**src/rtl/smt_fetch_pick.sv**
```systemverilog
module smt_fetch_pick #(
  parameter int THREADS = 4,
  parameter int CNT_W   = 6,
  localparam int IDW    = (THREADS > 1) ? $clog2(THREADS) : 1
) (
  input  logic                     clk,
  input  logic                     rst_n,
  input  logic [2:0]               policy,
  input  logic [THREADS-1:0]       thr_active,
  input  logic [3*THREADS-1:0]     thr_status,
  input  logic [CNT_W*THREADS-1:0] iq_cnt,
  input  logic [CNT_W*THREADS-1:0] lsq_cnt,
  input  logic                     pick_take,
  output logic                     grant_vld,
  output logic [IDW-1:0]           grant_id
);
  localparam logic [2:0] POL_FIXED = 3'd0;
  localparam logic [2:0] POL_ROT   = 3'd1;
  localparam logic [2:0] POL_IQ    = 3'd2;
  localparam logic [2:0] POL_LSQ   = 3'd3;

  logic [THREADS-1:0]     elig;
  logic [IDW*THREADS-1:0] ord_q, ord_nx;
  logic                   rr_vld, cnt_vld;
  logic [IDW-1:0]         rr_pos, rr_id, cnt_id;
  logic [CNT_W*THREADS-1:0] cnt_sel;
  logic                   move;

  always_comb begin
    for (int i = 0; i < THREADS; i++)
      elig[i] = thr_active[i] && (thr_status[3*i +: 3] < 3'd3);
  end

  always_comb begin
    rr_vld = 1'b0;
    rr_pos = '0;
    rr_id  = '0;
    for (int p = 0; p < THREADS; p++) begin
      if (!rr_vld && elig[ord_q[p*IDW +: IDW]]) begin
        rr_vld = 1'b1;
        rr_pos = IDW'(p);
        rr_id  = ord_q[p*IDW +: IDW];
      end
    end
  end

  assign cnt_sel = (policy == POL_LSQ) ? lsq_cnt : iq_cnt;

  always_comb begin
    logic [CNT_W-1:0] best;
    cnt_vld = 1'b0;
    cnt_id  = '0;
    best    = '0;
    for (int i = 0; i < THREADS; i++) begin
      if (elig[i] && (!cnt_vld || cnt_sel[i*CNT_W +: CNT_W] > best)) begin
        cnt_vld = 1'b1;
        cnt_id  = IDW'(i);
        best    = cnt_sel[i*CNT_W +: CNT_W];
      end
    end
  end

  generate
    if (THREADS == 1) begin : g_one
      assign grant_vld = elig[0];
      assign grant_id  = '0;
    end else begin : g_many
      always_comb begin
        grant_vld = 1'b0;
        grant_id  = '0;
        case (policy)
          POL_FIXED: grant_vld = thr_active[0];
          POL_ROT:   begin grant_vld = rr_vld;  grant_id = rr_id;  end
          POL_IQ,
          POL_LSQ:   begin grant_vld = cnt_vld; grant_id = cnt_id; end
          default:   ;
        endcase
      end
    end
  endgenerate

  assign move = (THREADS > 1) && pick_take && rr_vld && (policy == POL_ROT);

  always_comb begin
    for (int p = 0; p < THREADS; p++) begin
      if (p < int'(rr_pos))      ord_nx[p*IDW +: IDW] = ord_q[p*IDW +: IDW];
      else if (p < THREADS - 1)  ord_nx[p*IDW +: IDW] = ord_q[(p+1)*IDW +: IDW];
      else                       ord_nx[p*IDW +: IDW] = rr_id;
    end
  end

  always_ff @(posedge clk) begin
    if (!rst_n) begin
      for (int i = 0; i < THREADS; i++) ord_q[i*IDW +: IDW] <= IDW'(i);
    end else if (move) begin
      ord_q <= ord_nx;
    end
  end
endmodule

```
**config.mk**
```make
export PLATFORM = sky130hd
export DESIGN_NAME = smt_fetch_pick
export DESIGN_NICKNAME = d
export VERILOG_FILES = /design/src/rtl/smt_fetch_pick.sv
export SDC_FILE = /design/constraint.sdc
export NUM_CORES = 1
export LEC_CHECK = 0
export BUFFER_PORTS_ARGS = -buffer_cell sky130_fd_sc_hd__clkbuf_2
export CELL_PAD_IN_SITES_DETAIL_PLACEMENT = 0
export CELL_PAD_IN_SITES_GLOBAL_PLACEMENT = 1
export CORE_MARGIN = 1.5
export CORE_UTILIZATION = 36
export DETAILED_ROUTE_END_ITERATION = 12
export PLACE_DENSITY = 0.87
export SLEW_MARGIN = 10
export SYNTH_ARGS = -nofsm -noshare
export SYNTH_HDL_FRONTEND = slang
export SYNTH_SLANG_ARGS = --single-unit
```
**constraint.sdc**
```tcl
create_clock -name clk -period 11.6 [get_ports clk]
set_clock_uncertainty 0.05 [all_clocks]
set_input_delay 1.16 -clock clk [delete_from_list [all_inputs] [get_ports clk]]
set_output_delay 1.16 -clock clk [all_outputs]
set_load 0.005 [all_outputs]
```
==> metrics.cfg, run 1 <==
[outcome]
run_status = completed

[floorplan]
effective_utilization_at_floorplan_pct = 38.61
total_die_area_um2 = 4821
die_x_um = 69.44
height_of_the_die_um = 69.44
num_rows = 23
ioPinCount = 73
core_area_um2 = 4115

[clock_network]
ctsResizeCount = 0
cts_setup_buffers = 0
clock_sink_count = 8
worst_skew_pair.late_latency_ns = 0.22
htree_levels = 1
cts.hold.buffers_added = 0
clock_buffer_count_from_cts = 3
clk_pin_slew_ns = 0.04
clockRootBuffer = sky130_fd_sc_hd__clkbuf_8
cts_tree = done
cts-root-to-sink-buffers = 2

[timing]
worst_slew_pin_slew_ns = 0.7602
timing.final.max_slew_violations = 0
tns_ns = 0
unrepaired_setup_endpoints_after_global_routing = false
whs_ns = 0.4481
final_min_period_over_clock_period_pct = 72.30
timing.max_slew.rel_slack_pct = 48.98
timing.final.setup_violations = 0
hold_viol = 0
fin_ws_ns = 3.213
finalCriticalPeriod_ns = 8.387
max_frequency_ghz = 0.1192

[power]
pwr-share-clk_pct = 26.3
power.internal_mw = 0.08246
seqPwrFrac_pct = 23.4
power.static_leakage_nw = 1.068
vdd_drop_max_uv = 48.80
share_comb_of_total_power_pct = 50.2
power.net_switching_mw = 0.04015
power-per-cell-area_nw_per_um2 = 60.90
power.share.switching_pct = 32.74

[run]
drv_cap = 0

[place]
gp_congestion = 0.8761
dp_slack_ns = 2.848
io_buffers = 72
hpwl_um = 3418

[final_layout]
inserted_diodes = 0
synthToLayoutAreaGrowth_pct = 26.69
largest_register = ord_q
post-route-util_pct = 48.92
largest_registers = ord_q x8
largest_register_ffs = 8
num-nets-final = 360
ratio_of_cells_with_drive_above_1_in_the_final_layout_pct = 35.19

[global_route]
grt_pass1_vias = 1638
grt_util_all_layers_pct = 17.32
antenna_found_initial = 0
grt_pass1_wl_um = 7093
global_route.overflow_total = 0
grt_start_max_net_pins = 25

[synthesis]
synth_edf_count = 0
asyncSetResetFlopFracSynth_pct = 0
synth_area_per_cell_um2 = 7.828
synthFlopType = sky130_fd_sc_hd__dfxtp_1
post_synth_num_cell_types = 49
synth_nets = 291
leading_area_contributor_after_synthesis = sky130_fd_sc_hd__mux2i_1
yosysSeqAreaShare_pct = 10.08
synth_area_um2 = 1589
netlist_top_cells_area = sky130_fd_sc_hd__mux2i_1, sky130_fd_sc_hd__ha_1, sky130_fd_sc_hd__mux2_2, sky130_fd_sc_hd__dfxtp_1, sky130_fd_sc_hd__nand2_1
synth_warnings = 0
synthesis.instances = 203
synth.ff_latch_count = 8
netlist.area_leader.share_pct = 14.49

[setup_path]
max_stage_delay_ns = 0.61
critPathTopFamily = compound AO/OA/AOI/OAI gates
cpMaxStageDelayCell = sky130_fd_sc_hd__o21ai_1
worst-setup-path-type = primary input to primary output
worst-endpoint-required_ns = 10.39
worst-endpoint-arrival_ns = 7.18
r2r-start = ord_q[3]
critPathMaxFanout = 24
cp.buffers_inverters = 2
rrSetupSlack_ns = 9.34
cp_cell_sequence = clkbuf_2 -> nand2b_1 -> or2_2 -> mux2_2 -> ha_1 -> a2111oi_0 -> a21oi_1 -> o21ai_1 -> o21ai_0 -> ha_1 -> nor2b_1 -> o21ai_0 -> a21oi_1 -> a2111oi_0 -> or3_1 -> mux2_2 -> ha_1 -> a2111oi_0 -> a21oi_1 -> o21ai_0 -> a21boi_0 -> o2bb2ai_1 -> clkbuf_2
worstRegToRegCells = 6
crit_path_start_kind = primary input
reg2reg_end = ord_q[5]
crit_path_end_kind = primary output

[drt]
postRouteAntennaNets = 0
vias_per_cell = 5.253
drt_pass1_iterations = 4
drt_wl_total_um = 3987
post-route-drc-count = 0
detail_route.iter0.violations = 88
routed_wirelength_normalized_by_instance_count_um = 12.46
via_count = 1681

[min_path]
hold_path.startpoint = ord_q[0]
min_path_type = flip-flop to flip-flop
worstHoldPathCells = 2
worstHoldEndpoint = ord_q[0]

[synthesized netlist by cell type (2+ instances only)]
| cell | count |
|---|---|
| sky130_fd_sc_hd__mux2i_1 | 23 |
| sky130_fd_sc_hd__nand2_1 | 21 |
| sky130_fd_sc_hd__ha_1 | 18 |
| sky130_fd_sc_hd__mux2_2 | 16 |
| sky130_fd_sc_hd__inv_1 | 11 |
| sky130_fd_sc_hd__o21ai_0 | 11 |
| sky130_fd_sc_hd__nor2_1 | 9 |
| sky130_fd_sc_hd__nor2b_1 | 9 |
| sky130_fd_sc_hd__dfxtp_1 | 8 |
| sky130_fd_sc_hd__a21oi_1 | 7 |
| sky130_fd_sc_hd__nand2b_1 | 6 |
| sky130_fd_sc_hd__clkbuf_1 | 4 |
| sky130_fd_sc_hd__nor3_1 | 4 |
| sky130_fd_sc_hd__o211ai_1 | 4 |
| sky130_fd_sc_hd__a2111oi_0 | 3 |
| sky130_fd_sc_hd__a21o_1 | 3 |
| sky130_fd_sc_hd__nand3_1 | 3 |
| sky130_fd_sc_hd__o22ai_1 | 3 |
| sky130_fd_sc_hd__a21boi_0 | 2 |
| sky130_fd_sc_hd__a22o_1 | 2 |
| sky130_fd_sc_hd__and3b_1 | 2 |
| sky130_fd_sc_hd__buf_2 | 2 |
| sky130_fd_sc_hd__nand3b_1 | 2 |
| sky130_fd_sc_hd__nand4_1 | 2 |
| sky130_fd_sc_hd__o21a_1 | 2 |
| sky130_fd_sc_hd__o31ai_1 | 2 |
| sky130_fd_sc_hd__or3_1 | 2 |
[tightest hold or removal path: stages, from the launching register on]
cell and delay [ns]:
sky130_fd_sc_hd__dfxtp_1 0.33, sky130_fd_sc_hd__nand2_1 0.06, sky130_fd_sc_hd__a21boi_0 0.06
[how the worst max path moves through the flow]
| stage | from | to | slack [ns] | cells past startpoint |
|---|---|---|---|---|
| 2_1_floorplan | policy[2] | grant_id[1] | 3.97 | 26 |
| 3_3_place_gp | policy[2] | grant_id[1] | 3.05 | 23 |
| 3_5_place_dp | policy[2] | grant_id[0] | 2.85 | 23 |
| 4_1_cts | policy[2] | grant_id[0] | 2.84 | 23 |
| 5_1_grt | policy[2] | grant_id[0] | 2.52 | 23 |
| 6_report | policy[2] | grant_id[0] | 3.21 | 23 |
[through the flow]
step           total power [mW]  std cells  area (µm²)
6_report                 0.1226        320        2013
5_1_grt                  0.1340        320        2013
4_1_cts                  0.1242        320        2013
3_5_place_dp            0.09080        317        1972
3_3_place_gp            0.09025        317        1972
2_1_floorplan           0.06993        203        1589
[metal layers]
metal | part of all wire, % | track usage (%)
met5 | 0 | 0
met1 | 45 | 21.56
met3 | 3.9 | 1.453
met4 | 0.95 | 4.575
met2 | 50 | 31.73
[power by group through the flow]
stage                     registers (mW)  logic [mW]  clock network, mW
after floorplan                   0.0290      0.0410                  0
after global placement            0.0291      0.0611                  0
after detailed placement          0.0292      0.0616                  0
after CTS                         0.0287      0.0620             0.0335
after global routing              0.0288      0.0706             0.0346
final                             0.0287      0.0616             0.0323
[cells in the final DEF, fill, tap and decap left out, types with 2 or more instances in the layout]
cell type | synthesis | layout
sky130_fd_sc_hd__clkbuf_2 | 0 | 72
sky130_fd_sc_hd__mux2i_1 | 23 | 23
sky130_fd_sc_hd__nand2_1 | 21 | 21
sky130_fd_sc_hd__ha_1 | 18 | 18
sky130_fd_sc_hd__mux2_2 | 16 | 16
sky130_fd_sc_hd__inv_1 | 11 | 11
sky130_fd_sc_hd__o21ai_0 | 11 | 10
sky130_fd_sc_hd__nor2_1 | 9 | 9
sky130_fd_sc_hd__nor2b_1 | 9 | 9
sky130_fd_sc_hd__dfxtp_1 | 8 | 8
sky130_fd_sc_hd__a21oi_1 | 7 | 7
sky130_fd_sc_hd__nand2b_1 | 6 | 6
sky130_fd_sc_hd__nor3_1 | 4 | 4
sky130_fd_sc_hd__o211ai_1 | 4 | 4
sky130_fd_sc_hd__a2111oi_0 | 3 | 3
sky130_fd_sc_hd__o22ai_1 | 3 | 3
sky130_fd_sc_hd__a21o_1 | 3 | 3
sky130_fd_sc_hd__nand3_1 | 3 | 3
sky130_fd_sc_hd__clkbuf_8 | 0 | 3
sky130_fd_sc_hd__nand3b_1 | 2 | 2
sky130_fd_sc_hd__and3b_1 | 2 | 2
sky130_fd_sc_hd__nand4_1 | 2 | 2
sky130_fd_sc_hd__o21a_1 | 2 | 2
sky130_fd_sc_hd__o21ai_1 | 1 | 2
sky130_fd_sc_hd__or3_1 | 2 | 2
sky130_fd_sc_hd__a22o_1 | 2 | 2
sky130_fd_sc_hd__o31ai_1 | 2 | 2
sky130_fd_sc_hd__a21boi_0 | 2 | 2
[kinds of logic after synthesis]
| logic type | count (synthesis) | share of synthesized area [%] |
|---|---|---|
| multiplexers | 39 | 25.83 |
| buffers and inverters | 19 | 5.118 |
| flip-flops | 8 | 10.08 |
| AO/OA/AOI/OAI | 52 | 22.60 |
| AND/OR/NAND/NOR | 67 | 22.21 |
| adder cells (fa/ha/maj) | 18 | 14.17 |
[final cells by class]
cell class | instances | area [µm²]
Clock buffer | 3 | 41.29
Fill cell | 432 | 2102
Inverter | 11 | 41.29
Multi-Input combinational cell | 176 | 1348
Sequential cell | 8 | 160.2
Tap cell | 50 | 62.56
Timing Repair Buffer | 72 | 360.3
(Power assumes the default switching activity.)
==> run 2: changes to the inputs <==
--- a/config.mk
+++ b/config.mk
@@ -5,13 +5,14 @@
 export SDC_FILE = /design/constraint.sdc
 export NUM_CORES = 1
 export LEC_CHECK = 0
+export ABC_AREA = 1
 export BUFFER_PORTS_ARGS = -buffer_cell sky130_fd_sc_hd__clkbuf_2
 export CELL_PAD_IN_SITES_DETAIL_PLACEMENT = 0
 export CELL_PAD_IN_SITES_GLOBAL_PLACEMENT = 1
 export CORE_MARGIN = 1.5
-export CORE_UTILIZATION = 36
+export CORE_UTILIZATION = 29
 export DETAILED_ROUTE_END_ITERATION = 12
-export PLACE_DENSITY = 0.87
+export PLACE_DENSITY = 0.78
 export SLEW_MARGIN = 10
 export SYNTH_ARGS = -nofsm -noshare
 export SYNTH_HDL_FRONTEND = slang
==> constraint.sdc (replaced) <==
create_clock -name clk -period 7.4 [get_ports clk]
set_clock_uncertainty 0.05 [all_clocks]
set_input_delay 0.74 -clock clk [delete_from_list [all_inputs] [get_ports clk]]
set_output_delay 0.74 -clock clk [all_outputs]
set_load 0.005 [all_outputs]
==> run 2 against run 1 <==
  * Clock power rose by 65%
  * Worst setup slack got worse by 1.8 ns
  * Synthesized area rose by 10%
  * Register-to-register slack worse by 3.5 ns
  * Design area grew 9.8%
  * Die area increased by 35%
  * Power is 74% higher
  * Utilization shrank 11 points
  * Hold slack improved by 0.0014 ns
  * Combinational power rose by 85%
  * Count of clock-buffer cells in the layout unchanged
  * Wire length increased by 17%
==> metrics.cfg, run 2 <==
[power]
power.static_leakage_nw = 1.337  ; +25%
vdd_drop_max_uv = 81.78  ; +68%
power-per-cell-area_nw_per_um2 = 96.37  ; +58%
total_power_mw = 0.2129  ; +74%

[drt]
post-route-drc-count = 0  ; unchanged
drt_wl_total_um = 4683  ; +17%
via_count = 2098  ; +25%
drt_pass1_iterations = 4  ; unchanged
vias_per_cell = 4.631  ; -12%
routed_wirelength_normalized_by_instance_count_um = 10.34  ; -17%
postRouteAntennaNets = 0  ; unchanged
detail_route.iter0.violations = 70  ; -20%

[setup_path]
cpMostUsedCell = sky130_fd_sc_hd__nand2_1
max_stage_delay_ns = 0.33  ; -0.28 ns
worst-endpoint-arrival_ns = 5.20  ; -1.98 ns
worst-setup-path-type = primary input to primary output
worst-endpoint-required_ns = 6.61  ; -3.78 ns
cpMaxStageDelayCell = sky130_fd_sc_hd__ha_1
crit_path_end_kind = primary output
timing.critical_path.from = policy[2]
critPathMaxFanout = 26  ; +8.3%
crit_path_start_kind = primary input
r2r-start = ord_q[0]

[timing]
unrepaired_setup_endpoints_after_global_routing = false
final_min_period_over_clock_period_pct = 80.95
timing.max_slew.rel_slack_pct = 77.46  ; +28 points
worst_slew_pin_slew_ns = 0.3339  ; -0.4263 ns
max_frequency_ghz = 0.1669
finalCriticalPeriod_ns = 5.990
timing.final.max_slew_violations = 0  ; unchanged
timing.final.setup_violations = 0  ; unchanged
whs_ns = 0.4495  ; +0.001407 ns
hold_viol = 0  ; unchanged
tns_ns = 0  ; unchanged

[clock_network]
htree_levels = 1  ; unchanged
cts_setup_buffers = 0  ; unchanged
clk_pin_slew_ns = 0.04  ; about the same
cts_tree = done
cts-root-to-sink-buffers = 2  ; unchanged
worst_skew_pair.late_latency_ns = 0.23  ; about the same
clock_buffer_count_from_cts = 3  ; unchanged
cts.hold.buffers_added = 0  ; unchanged
clockRootBuffer = sky130_fd_sc_hd__clkbuf_8
ctsResizeCount = 0  ; unchanged
clock_sink_count = 8  ; unchanged

[final_layout]
final_cell_mix = sky130_fd_sc_hd__nand2_1, sky130_fd_sc_hd__clkbuf_2, sky130_fd_sc_hd__inv_1, sky130_fd_sc_hd__nand3_1, sky130_fd_sc_hd__nor2_1
largest_register = ord_q
total_area_of_multi_input_combinational_cells_um2 = 1419  ; +5.3%
num-nets-final = 468  ; +30%
layout_commonest_cell = sky130_fd_sc_hd__nand2_1
final.fill_count = 698  ; +62%
largest_register_ffs = 8  ; unchanged
largest_registers = ord_q x8
fin_cells = 453  ; +42%
area.sequential_um2 = 160.2  ; unchanged
final_design_area_no_fill_um2 = 2210  ; +9.8%
inserted_diodes = 0  ; unchanged
ratio_of_cells_with_drive_above_1_in_the_final_layout_pct = 30.42  ; -4.8 points
synthToLayoutAreaGrowth_pct = 25.87

[place]
postPlaceCellArea_um2 = 2168  ; +10%
hpwl_um = 4093  ; +20%
io_buffers = 72  ; unchanged
dp_cells = 450  ; +42%
gp_congestion = 0.8422  ; -3.9%

[synthesis]
synth_edf_count = 0  ; unchanged
synth_area_um2 = 1755  ; +10%
post_synth_num_cell_types = 27  ; -45%
leading_area_contributor_after_synthesis = sky130_fd_sc_hd__nand2_1
synth.ff_latch_count = 8  ; unchanged
synth_warnings = 0  ; unchanged
yosys-top-cells-count = sky130_fd_sc_hd__nand2_1, sky130_fd_sc_hd__inv_1, sky130_fd_sc_hd__nand3_1
synthesis.instances = 309  ; +52%
netlist.area_leader.share_pct = 24.80  ; +10 points
asyncSetResetFlopFracSynth_pct = 0  ; unchanged
synth_nets = 397  ; +36%
yosysSeqAreaShare_pct = 9.123  ; -0.96 points
netlist_top_cells_area = sky130_fd_sc_hd__nand2_1, sky130_fd_sc_hd__ha_1, sky130_fd_sc_hd__dfxtp_1, sky130_fd_sc_hd__nand3_1, sky130_fd_sc_hd__inv_1
synth_area_per_cell_um2 = 5.681  ; -27%
post-synth-top-count-cell = sky130_fd_sc_hd__nand2_1
synthFlopType = sky130_fd_sc_hd__dfxtp_1

[floorplan]
effective_utilization_at_floorplan_pct = 29.83  ; -8.8 points
total_die_area_um2 = 6529  ; +35%
num_rows = 28  ; +22%
height_of_the_die_um = 80.80  ; +16%
die_x_um = 80.80  ; +16%
core_area_um2 = 5886  ; +43%
ioPinCount = 73  ; unchanged

[min_path]
min_path_type = flip-flop to flip-flop
hold_path.startpoint = ord_q[1]

[global_route]
grt_pass1_vias = 1885  ; +15%
global_route.overflow_total = 0  ; unchanged
grt_util_all_layers_pct = 14.64  ; -2.7 points
grt_pass1_wl_um = 7665  ; +8.1%
grt_start_max_net_pins = 27  ; +8.0%
antenna_found_initial = 0  ; unchanged

[run]
drv_cap = 0  ; unchanged

[outcome]
run_status = completed

[run 2: final timing paths]
kind / to / slack (ns) / cells past startpoint
max: grant_id[0] / 1.41 / 36
min: ord_q[1] / 0.45 / 2
max reg2reg: ord_q[5] / 5.87 / 11
min reg2reg: ord_q[1] / 0.45 / 2
[run 2: final cells by class]
class / count / area share (%)
multi-input cells: 259 / 64.21
repair buffers: 72 / 16.31
flip-flops and latches: 8 / 7.248
inverters: 36 / 6.116
well taps: 75 / 4.247
clock buffers: 3 / 1.869
[run 2: cell families (layout without fill, tap and decap cells)]
family	after synthesis	in the layout	share of synthesized area [%]
AO/OA/AOI/OAI	35	35	12.54
adder cells (fa/ha/maj)	18	18	12.83
buffers and inverters	42	111	10.05
flip-flops	8	8	9.123
multiplexers	2	2	1.140
AND/OR/NAND/NOR	204	204	54.31
[run 2: critical path: cells and delay by family]
| kind | cells | cell delay, ns |
|---|---|---|
| adder cells (fa/ha/maj) | 3 | 0.87 |
| AND/OR/NAND/NOR | 20 | 1.86 |
| buffers and inverters | 4 | 0.72 |
| AO/OA/AOI/OAI | 9 | 1.00 |
[run 2: layer usage]
metal,routed length [µm],global-route usage [%],up-vias
met5,0,0,-
met4,73,5.000,0
met3,213,1.236,5
met2,2343,28.83,52
met1,2052,16.14,893
li1,-,-,1148
[run 2: report_power, final]
| group | internal [mW] | total [mW] | switching, mW |
|---|---|---|---|
| sequential | 0.0444 | 0.0457 | 0.00133 |
| clock | 0.0353 | 0.0532 | 0.0179 |
| combinational | 0.0478 | 0.114 | 0.0662 |
[run 2: per-stage QoR]
stage               setup WS, ns  utilization (%)
floorplan                  2.285                -
global placement           1.505            36.84
detailed placement         1.391            36.84
CTS                        1.375            37.54
global route              0.7163            37.54
finish                     1.410            37.54
